## src/rtl/csc_pkg.sv

```systemverilog
`timescale 1ns/1ps
package csc_pkg;
  localparam int CSC_ROWS = 3;
  localparam int CSC_TAPS = 4;

  typedef enum logic [1:0] {
    TAP_RED   = 2'd0,
    TAP_GREEN = 2'd1,
    TAP_BLUE  = 2'd2,
    TAP_CONST = 2'd3
  } csc_tap_e;

  // Limited-range SD matrix: multipliers have 10 fraction bits, constants 4.
  function automatic logic [15:0] csc_reset_coef(input int idx);
    case (idx)
      0:  return 16'h0107;
      1:  return 16'h0204;
      2:  return 16'h0064;
      3:  return 16'h0108;
      4:  return 16'h3F69;
      5:  return 16'h3ED6;
      6:  return 16'h01C1;
      7:  return 16'h0808;
      8:  return 16'h01C1;
      9:  return 16'h3E88;
      10: return 16'h3FB8;
      11: return 16'h0808;
      default: return 16'h0000;
    endcase
  endfunction
endpackage

```

## src/rtl/csc_coef_bank.sv

```systemverilog
`timescale 1ns/1ps
module csc_coef_bank #(
  parameter int ROWS   = 3,
  parameter int TAPS   = 4,
  parameter int COEF_W = 14,
  parameter int ADDR_W = 4
) (
  input  logic                          clk,
  input  logic                          rst_n,
  input  logic                          cfg_we,
  input  logic [ADDR_W-1:0]             cfg_addr,
  input  logic [COEF_W-1:0]             cfg_wdata,
  output logic [ROWS*TAPS*COEF_W-1:0]   coef_o,
  output logic                          conv_en_o
);
  localparam int NUM = ROWS * TAPS;
  localparam logic [ADDR_W-1:0] CTRL_ADDR = ADDR_W'(NUM);

  logic [COEF_W-1:0] coef_q [NUM];
  logic              conv_en_q;
  logic              coef_hit;
  logic              ctrl_hit;
  logic              dead_hit;

  // decoded write events, also used by the assertions below
  assign coef_hit = cfg_we && (cfg_addr <  CTRL_ADDR);
  assign ctrl_hit = cfg_we && (cfg_addr == CTRL_ADDR);
  assign dead_hit = cfg_we && (cfg_addr >  CTRL_ADDR);

  always_ff @(posedge clk or negedge rst_n) begin
    if (!rst_n) begin
      for (int k = 0; k < NUM; k++) begin
        coef_q[k] <= COEF_W'(csc_pkg::csc_reset_coef(k));
      end
      conv_en_q <= 1'b0;
    end else begin
      if (coef_hit) coef_q[cfg_addr] <= cfg_wdata;
      if (ctrl_hit) conv_en_q <= cfg_wdata[0];
    end
  end

  genvar gi;
  for (gi = 0; gi < NUM; gi++) begin : g_flat
    assign coef_o[gi*COEF_W +: COEF_W] = coef_q[gi];
  end
  assign conv_en_o = conv_en_q;

  AST_ENTRY_WRITE_LANDS: assert property (@(posedge clk) disable iff (!rst_n)
    coef_hit |=> coef_o[int'($past(cfg_addr))*COEF_W +: COEF_W] == $past(cfg_wdata));
  AST_ENABLE_WRITE_LANDS: assert property (@(posedge clk) disable iff (!rst_n)
    ctrl_hit |=> conv_en_o == $past(cfg_wdata[0]));
  AST_DEAD_ADDR_NO_EFFECT: assert property (@(posedge clk) disable iff (!rst_n)
    dead_hit |=> ($stable(coef_o) && $stable(conv_en_o)));
  AST_IDLE_HOLDS: assert property (@(posedge clk) disable iff (!rst_n)
    !cfg_we |=> ($stable(coef_o) && $stable(conv_en_o)));
endmodule

```

## src/rtl/csc_row.sv

```systemverilog
`timescale 1ns/1ps
module csc_row #(
  parameter int PIX_W    = 8,
  parameter int COEF_W   = 14,
  parameter int TAPS     = 4,
  parameter int MUL_FRAC = 10,
  parameter int OFS_FRAC = 4
) (
  input  logic                     clk,
  input  logic                     rst_n,
  input  logic [PIX_W-1:0]         r_i,
  input  logic [PIX_W-1:0]         g_i,
  input  logic [PIX_W-1:0]         b_i,
  input  logic [TAPS*COEF_W-1:0]   coef_i,
  output logic [PIX_W-1:0]         res_o
);
  localparam int PROD_W = PIX_W + 1 + COEF_W;
  localparam int ACC_W  = PROD_W + 2;
  localparam int ALIGN  = MUL_FRAC - OFS_FRAC;
  localparam logic signed [ACC_W-1:0] PIX_TOP  = ACC_W'((1 << PIX_W) - 1);
  localparam logic signed [ACC_W-1:0] OVER_LIM = ACC_W'(1 << (PIX_W + MUL_FRAC));

  // unsigned pixel times signed coefficient
  function automatic logic signed [PROD_W-1:0] mul_tap(
    input logic [PIX_W-1:0] px, input logic [COEF_W-1:0] c);
    logic signed [PROD_W-1:0] a;
    logic signed [PROD_W-1:0] b;
    a = PROD_W'($signed({1'b0, px}));
    b = PROD_W'($signed(c));
    return a * b;
  endfunction

  // floor to integer, then limit to the pixel range
  function automatic logic [PIX_W-1:0] sat_pix(input logic signed [ACC_W-1:0] acc);
    logic signed [ACC_W-1:0] whole;
    whole = acc >>> MUL_FRAC;
    if (whole < 0)            return '0;
    else if (whole > PIX_TOP) return '1;
    else                      return whole[PIX_W-1:0];
  endfunction

  logic signed [PROD_W-1:0] prod_r_q, prod_g_q, prod_b_q;
  logic signed [COEF_W-1:0] const_q;
  logic signed [ACC_W-1:0]  acc;
  logic                     acc_neg;
  logic                     acc_over;

  // stage 1: products and constant captured with the pixel
  always_ff @(posedge clk or negedge rst_n) begin
    if (!rst_n) begin
      prod_r_q <= '0;
      prod_g_q <= '0;
      prod_b_q <= '0;
      const_q  <= '0;
    end else begin
      prod_r_q <= mul_tap(r_i, coef_i[csc_pkg::TAP_RED   * COEF_W +: COEF_W]);
      prod_g_q <= mul_tap(g_i, coef_i[csc_pkg::TAP_GREEN * COEF_W +: COEF_W]);
      prod_b_q <= mul_tap(b_i, coef_i[csc_pkg::TAP_BLUE  * COEF_W +: COEF_W]);
      const_q  <= $signed(coef_i[csc_pkg::TAP_CONST * COEF_W +: COEF_W]);
    end
  end

  // stage 2: sum, align constant, saturate
  always_comb begin
    acc = ACC_W'(prod_r_q) + ACC_W'(prod_g_q) + ACC_W'(prod_b_q)
        + (ACC_W'(const_q) <<< ALIGN);
  end
  assign acc_neg  = acc < 0;
  assign acc_over = acc >= OVER_LIM;

  always_ff @(posedge clk or negedge rst_n) begin
    if (!rst_n) res_o <= '0;
    else        res_o <= sat_pix(acc);
  end

  AST_CLAMP_LOW: assert property (@(posedge clk) disable iff (!rst_n)
    acc_neg |=> res_o == '0);
  AST_CLAMP_HIGH: assert property (@(posedge clk) disable iff (!rst_n)
    acc_over |=> res_o == '1);
endmodule

```

## src/rtl/pix_matrix_csc.sv

```systemverilog
`timescale 1ns/1ps
module pix_matrix_csc #(
  parameter int PIX_W    = 8,
  parameter int COEF_W   = 14,
  parameter int MUL_FRAC = 10,
  parameter int OFS_FRAC = 4,
  parameter int ADDR_W   = 4
) (
  input  logic                 clk,
  input  logic                 rst_n,
  input  logic                 in_valid,
  input  logic [3*PIX_W-1:0]   in_rgb,
  output logic                 out_valid,
  output logic [3*PIX_W-1:0]   out_yuv,
  input  logic                 cfg_we,
  input  logic [ADDR_W-1:0]    cfg_addr,
  input  logic [COEF_W-1:0]    cfg_wdata
);
  localparam int ROWS    = csc_pkg::CSC_ROWS;
  localparam int TAPS    = csc_pkg::CSC_TAPS;
  localparam int LANES_W = ROWS * PIX_W;
  localparam int ROW_CW  = TAPS * COEF_W;

  logic [ROWS*ROW_CW-1:0] coef_flat;
  logic                   conv_en;

  csc_coef_bank #(
    .ROWS(ROWS), .TAPS(TAPS), .COEF_W(COEF_W), .ADDR_W(ADDR_W)
  ) u_bank (
    .clk(clk), .rst_n(rst_n), .cfg_we(cfg_we), .cfg_addr(cfg_addr),
    .cfg_wdata(cfg_wdata), .coef_o(coef_flat), .conv_en_o(conv_en)
  );

  logic               v_s1, v_s2;
  logic               byp_s1, byp_s2;
  logic [LANES_W-1:0] raw_s1, raw_s2;
  logic [LANES_W-1:0] conv_lanes;
  logic [1:0]         warm;

  // side pipe: valid, mode and raw pixel follow the arithmetic two stages
  always_ff @(posedge clk or negedge rst_n) begin
    if (!rst_n) begin
      v_s1   <= 1'b0;
      v_s2   <= 1'b0;
      byp_s1 <= 1'b0;
      byp_s2 <= 1'b0;
      raw_s1 <= '0;
      raw_s2 <= '0;
      warm   <= '0;
    end else begin
      v_s1   <= in_valid;
      v_s2   <= v_s1;
      byp_s1 <= !conv_en;
      byp_s2 <= byp_s1;
      raw_s1 <= in_rgb;
      raw_s2 <= raw_s1;
      if (warm != 2'd3) warm <= warm + 2'd1;
    end
  end

  genvar gk;
  for (gk = 0; gk < ROWS; gk++) begin : g_row
    csc_row #(
      .PIX_W(PIX_W), .COEF_W(COEF_W), .TAPS(TAPS),
      .MUL_FRAC(MUL_FRAC), .OFS_FRAC(OFS_FRAC)
    ) u_row (
      .clk(clk), .rst_n(rst_n),
      .r_i(in_rgb[LANES_W-1 -: PIX_W]),
      .g_i(in_rgb[LANES_W-PIX_W-1 -: PIX_W]),
      .b_i(in_rgb[PIX_W-1:0]),
      .coef_i(coef_flat[gk*ROW_CW +: ROW_CW]),
      .res_o(conv_lanes[(ROWS-1-gk)*PIX_W +: PIX_W])
    );
  end

  assign out_valid = v_s2;
  assign out_yuv   = byp_s2 ? raw_s2 : conv_lanes;

  AST_VALID_TWO_CYCLES: assert property (@(posedge clk) disable iff (!rst_n)
    (warm >= 2'd2) |-> (out_valid == $past(in_valid, 2)));
  AST_BYPASS_EXACT: assert property (@(posedge clk) disable iff (!rst_n)
    ((warm >= 2'd2) && out_valid && byp_s2) |-> (out_yuv == $past(in_rgb, 2)));
endmodule

```

## config.mk

```make
export PLATFORM = sky130hd
export DESIGN_NAME = pix_matrix_csc
export DESIGN_NICKNAME = d
export VERILOG_FILES = /design/src/rtl/csc_pkg.sv /design/src/rtl/csc_coef_bank.sv /design/src/rtl/csc_row.sv /design/src/rtl/pix_matrix_csc.sv
export SDC_FILE = /design/constraint.sdc
export NUM_CORES = 2
export LEC_CHECK = 0
export BUFFER_PORTS_ARGS = -buffer_cell sky130_fd_sc_hd__buf_4
export CAP_MARGIN = 20
export CORE_MARGIN = 8
export CORE_UTILIZATION = 60
export CTS_CLUSTER_SIZE = 8
export DETAILED_ROUTE_END_ITERATION = 7
export PLACE_DENSITY = 0.76
export SLEW_MARGIN = 20
export SYNTH_ARGS = -nofsm -noshare
export SYNTH_HDL_FRONTEND = slang
export SYNTH_SLANG_ARGS = --single-unit
```

## constraint.sdc

```tcl
create_clock -name clk -period 11.64 [get_ports clk]
set_clock_uncertainty 0.1 [all_clocks]
set_input_delay 2.328 -clock clk [delete_from_list [all_inputs] [get_ports clk]]
set_output_delay 2.328 -clock clk [all_outputs]
set_load 0.05 [all_outputs]
```

==> impl_metrics.csv <==
group,metric,value,unit
floorplanning,fp.coreArea,95200,um^2
sta,fin_crit,7.23,ns
clocking,cts_root_buffer,"clkbuf_16",
floorplanning,die_area,106000,um^2
floorplanning,rows,113,
clocking,post_cts_buffers,0,
global_route,grt_pass1_wl,225,mm
detailed_routing,drt-initial-drc-count,2546,
sta,slew_headroom,0.272,
floorplanning,initial_utilization,0.605,
synthesis,synth-edff-count,0,
global_route,antenna_found_initial,11,
critical_path,critPathMostFrequentCell,"inv_1",
synthesis,ys_ff_latch,494,
clocking,htreeDepth,3,
worst_hold_path,min-delay-start,"raw_s1[0]",
global_route,grt_max_degree,101,
global_route,grt-ovfl-total,0,
critical_path,crit_path_start_kind,"input pin",
sta,hold_viol,0,
clocking,cts_sinks,494,
floorplanning,fp.dieW,326,um
synthesis,syn-instance-count,5813,
critical_path,crit_fanout,43,
critical_path,max_stage_delay,0.56,ns
sta,max_clock_freq,0.138,GHz
detailed_routing,dr_total_vias,38600,
floorplanning,fp.dieH,326,um
critical_path,rr_endpoint,"g_row[1].u_row.prod_r_q[22]",
synthesis,synth-seq-area-share,0.216,
clocking,clk_pin_slew,0.05,ns
critical_path,critPathKind,"in2reg",
finish,drive_gt1_frac,0.0773,
finish,post-route-util,0.647,
critical_path,path_cells,"buf_4, nand2_1, fa_1, inv_1, ha_1, ha_1, inv_1, fa_1, inv_1, ha_1, inv_1, fa_1, nor2b_1, o21ai_0, a21boi_0, o21ai_0, a21boi_0, o21ai_0, a31oi_1, a21oi_1, mux2i_1, o311ai_0",
worst_hold_path,worstHoldEndpoint,"raw_s2[0]",
floorplanning,ios,71,
flow_run,cap_violations,0,
detailed_routing,dr.pass1.iters,5,
finish,mostFrequentLayoutCell,"inv_1",
clocking,cts_tree,"done",
synthesis,synth.cell_area,57600,um^2
detailed_routing,wl_per_cell,19.0,um
detailed_routing,totalWireLength,136,mm
critical_path,regToRegStartpoint,"u_bank.coef_o[59]",
detailed_routing,final_antenna_net_count,0,
critical_path,reg2reg_slack,6.02,ns
sta,finalCritPeriodShare,0.621,
critical_path,critPathCaptureType,"flop",
clocking,cts_buffer_depth,3,
finish,syn_to_final_growth,6.87,%
clocking,cts_resized,0,
placed_design,io_buffers,70,
detailed_routing,drc_errors,0,
clocking,cts_buffers,73,
synthesis,syn_avg_cell_area,9.91,um^2
global_route,grt_use_total,0.265,
worst_hold_path,hp-class,"reg2reg",
critical_path,slowest_stage,"fa_1",
clocking,clock_latency,0.64,ns
sta,setup_violations,0,
synthesis,ys_warn_count,0,
synthesis,async_flop_share,1.00,
detailed_routing,avgViaCountPerCell,5.39,
critical_path,required,12.02,ns
critical_path,reg2reg_depth,21,
placed_design,gp_congestion,0.914,
sta,setup_tns,0,ns
finish,nets,7305,
synthesis,syn-num-nets,7281,
status,outcome,"finished, final reports clean",
sta,final_max_slew_viol_count,0,
sta,rsz0062_at_grt,"no",
clocking,cts_hold_buffers,0,
sta,worst_pin_slew,1.09,ns
synthesis,ys.flop_type,"dfrtp_1",
placed_design,hpwl,103,mm
critical_path,arrival,7.61,ns
finish,final_cell_mix,"inv_1 (1492), fa_1 (930), and2_1 (647)",
worst_hold_path,hold_path_depth,0,
global_route,grt_pass1_vias,42200,
synthesis,synth_cell_types,75,
-- metrics by stage --
| stage | setup slack, ns | area (um^2) | hold slack (ns) | instances |
|---|---|---|---|---|
| finish | 4.41 | 61600 | 0.243 | 7165 |
| global route | 4.06 | 61600 | 0.246 | 7161 |
| CTS | 4.55 | 61600 | 0.244 | 7161 |
| detailed placement | 3.91 | 59300 | 0.235 | 7027 |
| global placement | 4.08 | 59300 | 0.232 | 7027 |
| floorplan | 4.64 | 57600 | 0.231 | 5813 |
-- registers in the layout, summed over array words and instances, names as in the netlist --
name,count
v_s1,1
g_row.u_row.prod_b_q,69
byp_s1,1
g_row.u_row.prod_r_q,69
u_bank.coef_o,168
raw_s2,24
raw_s1,24
u_bank.conv_en_o,1
out_valid,1
byp_s2,1
g_row.u_row.prod_g_q,69
g_row.u_row.const_q,42
g_row.u_row.res_o,24
-- cell type report --
type	count	area, um^2
flip-flops and latches	494	12400
well taps	1265	1580
diodes	4	10.0
multi-input cells	3697	39100
inverters	1492	5600
fillers	7412	33600
repair buffers	79	604
clock inverters	7	159
clock buffers	127	2080
-- metal layers --
metal,global-route usage,vias up,wire length [um]
met5,0,-,27
met4,0.130,4,7330
met3,0.0391,263,8020
met2,0.434,1050,64300
met1,0.348,19800,56400
li1,-,17500,-
-- synth_stat cells, types with 29 or more instances --
cell type | count | share of area
ha_1 | 492 | 0.11
xnor2_1 | 159 | 0.024
a21oi_1 | 145 | 0.013
fa_1 | 930 | 0.32
o21a_1 | 29 | 0.0038
inv_1 | 1492 | 0.097
xor2_1 | 39 | 0.0059
dfstp_2 | 60 | 0.027
and2_1 | 647 | 0.070
o21ai_0 | 79 | 0.0069
clkbuf_1 | 128 | 0.0083
nand2_1 | 446 | 0.029
nor2_1 | 139 | 0.0091
nand3_1 | 36 | 0.0031
mux2_2 | 193 | 0.038
nor3_1 | 43 | 0.0037
dfrtp_1 | 434 | 0.19
-- worst max-delay path by stage --
stage / startpoint / to / slack, ns / depth (start not counted)
global route: in_rgb[0] / g_row[0].u_row.prod_b_q[21] / 4.06 / 20
detailed placement: in_rgb[16] / g_row[1].u_row.prod_r_q[22] / 3.91 / 22
finish: in_rgb[16] / g_row[1].u_row.prod_r_q[22] / 4.41 / 22
global placement: in_rgb[0] / g_row[2].u_row.prod_b_q[19] / 4.08 / 20
CTS: in_rgb[16] / g_row[1].u_row.prod_r_q[22] / 4.55 / 22
floorplan: in_rgb[16] / g_row[2].u_row.prod_r_q[21] / 4.64 / 20
-- logic make-up after synthesis --
kind of cell | synth area share
AND/OR/NAND/NOR | 0.131
XOR/XNOR | 0.0301
AO/OA/AOI/OAI | 0.0491
adder cells (fa/ha/maj) | 0.430
buffers and inverters | 0.106
multiplexers | 0.0386
flip-flops | 0.216
-- critical path, delay by kind of cell --
family,cells,cell delay [ns]
compound gates,8,1.96
buf+inv,5,0.64
fa+ha+maj,6,2.15
simple gates,2,0.30
mux,1,0.17
Power is left out: the tool's default activity adds up to more than one toggle a clock period on the data nets, which glitch-free logic cannot reach.
